## src/rtl/dect_pkg.sv

```systemverilog
package dect_pkg;
  localparam int unsigned REG_ADDR_W = 2;

  localparam logic [REG_ADDR_W-1:0] ADR_CAP_RISE = 2'd0;
  localparam logic [REG_ADDR_W-1:0] ADR_CAP_FALL = 2'd1;
  localparam logic [REG_ADDR_W-1:0] ADR_CTRL     = 2'd2;
  localparam logic [REG_ADDR_W-1:0] ADR_STAT     = 2'd3;

  typedef struct packed {
    logic irq_en;
    logic sel_fall;
  } ctrl_t;
endpackage

```

## src/rtl/dect_sync_edge.sv

```systemverilog
module dect_sync_edge #(
  parameter int unsigned STAGES = 2
) (
  input  logic clk,
  input  logic rst_n,
  input  logic din,
  output logic rise_o,
  output logic fall_o
);
  localparam int unsigned TOP = STAGES - 1;

  logic [STAGES-1:0] sync_q;
  logic              prev_q;

  always_ff @(posedge clk or negedge rst_n) begin
    if (!rst_n) begin
      sync_q <= '0;
      prev_q <= 1'b0;
    end else begin
      sync_q <= {sync_q[TOP-1:0], din};
      prev_q <= sync_q[TOP];
    end
  end

  assign rise_o = sync_q[TOP] & ~prev_q;
  assign fall_o = ~sync_q[TOP] & prev_q;


  edge_excl_chk: assert property (@(posedge clk) disable iff (!rst_n)
    $onehot0({rise_o, fall_o}));
endmodule

```

## src/rtl/dect_counter.sv

```systemverilog
module dect_counter #(
  parameter int unsigned CNT_W = 8
) (
  input  logic             clk,
  input  logic             rst_n,
  input  logic             tick_en,
  output logic [CNT_W-1:0] count_o
);
  localparam logic [CNT_W-1:0] CNT_MAX = {CNT_W{1'b1}};

  always_ff @(posedge clk or negedge rst_n) begin
    if (!rst_n)       count_o <= '0;
    else if (tick_en) count_o <= count_o + 1'b1;
  end


  cnt_wrap_chk: assert property (@(posedge clk) disable iff (!rst_n)
    (tick_en && count_o == CNT_MAX) |=> (count_o == '0));

  cnt_hold_chk: assert property (@(posedge clk) disable iff (!rst_n)
    !tick_en |=> $stable(count_o));
endmodule

```

## src/rtl/dect_capture_bank.sv

```systemverilog
module dect_capture_bank
  import dect_pkg::*;
#(
  parameter int unsigned CNT_W = 8
) (
  input  logic             clk,
  input  logic             rst_n,
  input  logic             rise_evt,
  input  logic             fall_evt,
  input  logic [CNT_W-1:0] count,
  input  logic             wr_ctrl,
  input  logic             wr_stat,
  input  logic [CNT_W-1:0] wdata,
  output logic [CNT_W-1:0] cap_rise_o,
  output logic [CNT_W-1:0] cap_fall_o,
  output ctrl_t            ctrl_o,
  output logic             flag_o
);
  logic flag_set;
  logic flag_clr;

  assign flag_set = ctrl_o.sel_fall ? fall_evt : rise_evt;
  assign flag_clr = wr_stat & ~wdata[0];

  always_ff @(posedge clk or negedge rst_n) begin
    if (!rst_n) begin
      cap_rise_o <= '0;
      cap_fall_o <= '0;
      ctrl_o     <= '0;
      flag_o     <= 1'b0;
    end else begin
      if (rise_evt) cap_rise_o <= count;
      if (fall_evt) cap_fall_o <= count;
      if (wr_ctrl)  ctrl_o <= ctrl_t'(wdata[1:0]);
      if (flag_set)      flag_o <= 1'b1;
      else if (flag_clr) flag_o <= 1'b0;
    end
  end


  rise_cap_chk: assert property (@(posedge clk) disable iff (!rst_n)
    rise_evt |=> (cap_rise_o == $past(count)));

  fall_cap_chk: assert property (@(posedge clk) disable iff (!rst_n)
    fall_evt |=> (cap_fall_o == $past(count)));

  rise_keep_chk: assert property (@(posedge clk) disable iff (!rst_n)
    !rise_evt |=> $stable(cap_rise_o));

  sel_rise_flag_chk: assert property (@(posedge clk) disable iff (!rst_n)
    (rise_evt && !ctrl_o.sel_fall) |=> flag_o);

  sel_fall_flag_chk: assert property (@(posedge clk) disable iff (!rst_n)
    (fall_evt && ctrl_o.sel_fall) |=> flag_o);

  flag_cause_chk: assert property (@(posedge clk) disable iff (!rst_n)
    $rose(flag_o) |-> $past(rise_evt || fall_evt));

  flag_clear_chk: assert property (@(posedge clk) disable iff (!rst_n)
    (flag_clr && !rise_evt && !fall_evt) |=> !flag_o);
endmodule

```

## src/rtl/dect_top.sv

```systemverilog
module dect_top
  import dect_pkg::*;
#(
  parameter int unsigned CNT_W       = 8,
  parameter int unsigned SYNC_STAGES = 2
) (
  input  logic                  clk,
  input  logic                  rst_n,
  input  logic                  tick_en,
  input  logic                  cap_in,
  input  logic                  host_wr,
  input  logic [REG_ADDR_W-1:0] host_addr,
  input  logic [CNT_W-1:0]      host_wdata,
  output logic [CNT_W-1:0]      host_rdata,
  output logic                  irq_o
);
  logic             rise_evt, fall_evt;
  logic [CNT_W-1:0] count;
  logic [CNT_W-1:0] cap_rise, cap_fall;
  ctrl_t            ctrl;
  logic             flag;
  logic             wr_ctrl, wr_stat;

  dect_sync_edge #(.STAGES(SYNC_STAGES)) u_sync (
    .clk(clk), .rst_n(rst_n), .din(cap_in),
    .rise_o(rise_evt), .fall_o(fall_evt)
  );

  dect_counter #(.CNT_W(CNT_W)) u_cnt (
    .clk(clk), .rst_n(rst_n), .tick_en(tick_en), .count_o(count)
  );

  assign wr_ctrl = host_wr && (host_addr == ADR_CTRL);
  assign wr_stat = host_wr && (host_addr == ADR_STAT);

  dect_capture_bank #(.CNT_W(CNT_W)) u_bank (
    .clk(clk), .rst_n(rst_n),
    .rise_evt(rise_evt), .fall_evt(fall_evt), .count(count),
    .wr_ctrl(wr_ctrl), .wr_stat(wr_stat), .wdata(host_wdata),
    .cap_rise_o(cap_rise), .cap_fall_o(cap_fall),
    .ctrl_o(ctrl), .flag_o(flag)
  );

  always_comb begin
    host_rdata = '0;
    case (host_addr)
      ADR_CAP_RISE: host_rdata = cap_rise;
      ADR_CAP_FALL: host_rdata = cap_fall;
      ADR_CTRL:     host_rdata[1:0] = ctrl;
      default:      host_rdata[0] = flag;
    endcase
  end

  assign irq_o = flag & ctrl.irq_en;


  irq_needs_en_chk: assert property (@(posedge clk) disable iff (!rst_n)
    (!ctrl.irq_en) |-> !irq_o);

  ctrl_latency_chk: assert property (@(posedge clk) disable iff (!rst_n)
    !$past(wr_ctrl) |-> $stable(ctrl));
endmodule

```

## config.mk

```make
export PLATFORM = sky130hd
export DESIGN_NAME = dect_top
export DESIGN_NICKNAME = d
export VERILOG_FILES = /design/src/rtl/dect_pkg.sv /design/src/rtl/dect_sync_edge.sv /design/src/rtl/dect_counter.sv /design/src/rtl/dect_capture_bank.sv /design/src/rtl/dect_top.sv
export SDC_FILE = /design/constraint.sdc
export NUM_CORES = 1
export LEC_CHECK = 0
export ABC_CLOCK_PERIOD_IN_PS = 1800
export BUFFER_PORTS_ARGS = -buffer_cell sky130_fd_sc_hd__buf_4
export CAP_MARGIN = 0
export CORE_MARGIN = 2
export CORE_UTILIZATION = 23
export DETAILED_ROUTE_END_ITERATION = 12
export SKIP_CTS_REPAIR_TIMING = 1
export SYNTH_ARGS = -nofsm -noshare
export SYNTH_HDL_FRONTEND = slang
export SYNTH_SLANG_ARGS = --single-unit
```

## constraint.sdc

```tcl
create_clock -name clk -period 1.8 [get_ports clk]
set_clock_uncertainty 0.2 [all_clocks]
set_input_delay 0.18 -clock clk [delete_from_list [all_inputs] [get_ports clk]]
set_output_delay 0.18 -clock clk [all_outputs]
set_load 0.01 [all_outputs]
```

==> reports/metrics.yaml <==
sta:
  post-route-min-period_ns: 1.68
  drv_slew: 0
  max_slew_margin_pct: 67.3
  setup_viol: 0
  tightest_slew_ns: 0.490
  holdWs_ns: 0.0762
  finalHoldViolations: 0
  tns_ns: 0
  fmax_ghz: 0.596
  period_share_pct: 93.2
  rsz0062_at_grt: "false"
die:
  initial_core_util_pct: 23.7
  core.rowCount: 27
  core_area_um2: 5470
  die_area_um2: 6260
  die_w_um: 79.1
  io-pin-count: 24
  die_height_um: 79.1
synth:
  syn_nets: 110
  synth_edf_count: 0
  netlist_instances: 94
  async_flop_share_pct: 100
  synthTopCellsByArea: "dfrtp_1 (58%), mux2_2 (16%), mux2i_1 (5.4%)"
  seq_area_frac_synth_pct: 57.8
  avgSynthCellArea_um2: 13.8
  ys_types: 22
  syn_area_um2: 1300
  synth_top_area_share_pct: 57.8
  ys_seq_elements: 30
  ys_warn_count: 0
  synth_top_area_cell: "dfrtp_1"
  ys.flop_type: "dfrtp_1"
cells_and_area:
  fin_cells: 193
  drive_gt1_share_pct: 38.8
  fin_area_um2: 1640
  post-route-util_pct: 29.9
  antennaDiodeCount: 0
  area_growth_pct: 26.0
  fin_nets: 136
critical_path:
  critPathRequiredTime_ns: 1.42
  critPathCaptureType: "primary output"
  critPathLaunch: "u_bank.ctrl_o[0]$_DFFE_PN0P_"
  crit_type: "flip-flop to primary output"
  startpoint_type: "flip-flop"
  r2r_cells: 2
  r2r-end: "u_bank.cap_rise_o[7]$_DFFE_PN0P_"
  cp_max_fo: 4
  critical_path_arrival_ns: 1.30
  r2r_setup_slack_ns: 0.33
  r2r-start: "u_sync.prev_q$_DFF_PN0_"
detailed_routing:
  wl_per_cell_um: 12.6
  drc: 0
  initialDrtViolationCount: 20
  first_pass_iters: 3
  via_count: 799
  routed_wl_um: 2420
  vias_per_cell: 4.14
  ant_nets: 0
clock_tree:
  cts.sink_count: 30
  cts.path.max_buffers: 2
  cts_buffers: 5
  cts-root-buf: "clkbuf_8"
  path_clk_slew_ns: 0.06
  cts_tree: "built"
  clk_latency_ns: 0.28
  cts-htree-levels: 2
global_route:
  grt_max_degree: 31
  grt_pass1_wl_um: 4350
  grt_overflow: 0
  grt_pass1_vias: 852
  grt_antenna_before_repair: 0
  grt_use_total_pct: 9.32
placed_design:
  portBuffers: 17
  hpwl_um: 1690
  routabilityCongestion: 0.719
  place_area_um2: 1500
  dp_cells: 180
worst_hold_path:
  hold_depth: 3
  holdPathEnd: "u_bank.flag_o$_DFFE_PN0P_"
  hp-class: "primary input to flip-flop"
  holdCritStartpoint: "host_wr"
job:
  cap_violations: 0
power_and_ir_drop:
  leakagePower_nw: 0.757
  ir_drop_v: 0.000317
  power_density_nw_per_um2: 1320
status:
  outcome: "complete, no violations"
[power breakdown]
part / switching, W / total (W) / internal, W
clock: 0.000231 / 0.000539 / 0.000307
combinational: 0.000203 / 0.000526 / 0.000323
sequential: 0.000188 / 0.00110 / 0.000912
total: 0.000622 / 0.00216 / 0.00154
[critical path: stages (launching register included)]
cell	delay [ns]
dfrtp_1	0.41
mux4_2	0.46
buf_4	0.16
[flip-flops by register name, summed over array words and instances, names as in the netlist]
signal	cells
u_cnt.count_o	8
u_bank.ctrl_o	2
u_bank.cap_fall_o	8
u_sync.sync_q	2
u_sync.prev_q	1
u_bank.flag_o	1
u_bank.cap_rise_o	8
[how the worst max path moves through the flow]
stage	to	slack, ns	cells after the start
floorplan	u_cnt.count_o[1]$_DFFE_PN0P_	0.54	2
global placement	u_bank.cap_rise_o[6]$_DFFE_PN0P_	0.36	2
detailed placement	u_bank.cap_rise_o[7]$_DFFE_PN0P_	0.33	2
CTS	host_rdata[0]	0.11	2
global route	host_rdata[0]	0.07	2
finish	host_rdata[0]	0.12	2
[synthesized netlist by cell type, types with 2 or more instances]
library cell and instances:
nand3b_1 2, dfrtp_1 30, nand2_1 4, xnor2_1 3, nor2_1 9, xor2_1 4, buf_2 2, mux2i_1 7
nand2b_1 2, mux2_2 19
[metrics by stage]
step / power, W / worst slack [ns]
2_1_floorplan: 0.00143 / 0.536
3_3_place_gp: 0.00160 / 0.357
3_5_place_dp: 0.00165 / 0.327
4_1_cts: 0.00220 / 0.106
5_1_grt: 0.00233 / 0.0745
6_report: 0.00216 / 0.122
[cell families (layout without fill, tap and decap cells)]
group                      count (synthesis)  after routing  synth area share, %
adders and majority gates                  1              1                0.963
AOI/OAI and AO/OA                          2              2                 1.16
DFF                                       30             30                 57.8
xor gates and xnor gates                   7              7                 4.72
buffers and inverters                      5             32                 2.50
and+or+nand+nor                           22             22                 9.25
muxes                                     27             27                 23.6
[metal layers]
layer  up-vias  GRT usage [%]  part of all wire, %  wire length (um)
met2        18           14.2                   45              1100
li1        372              -                    -                 -
met4         0           4.66                  1.9                46
met3         5           3.64                  5.2               126
met1       404           11.5                   48              1150
met5         -              0                    0                 0
[layout make-up]
cell class              count  area, um2
fillers                   570       3840
flip-flops and latches     30        751
multi-input cells          59        515
repair buffers             23        185
well taps                  72       90.1
clock buffers               7       86.3
clock inverters             1       5.00
inverters                   1       3.75
[placed cells by master (no fill, tap or decap), drive strengths merged]
master and n:
xnor2 3, clkinv 1, nor3 1, xor2 4, mux2i 7, dfrtp 30
dlygate4sd3 5, mux2 19, o21ai 1, nor2 9, and2 1, nand4 2
ha 1, clkbuf 7, a221o 1, nand3b 2, inv 1, buf 18
nand2b 2, nand4b 1, nand2 4, mux4 1
No activity file was read; power rests on OpenSTA's default activity.
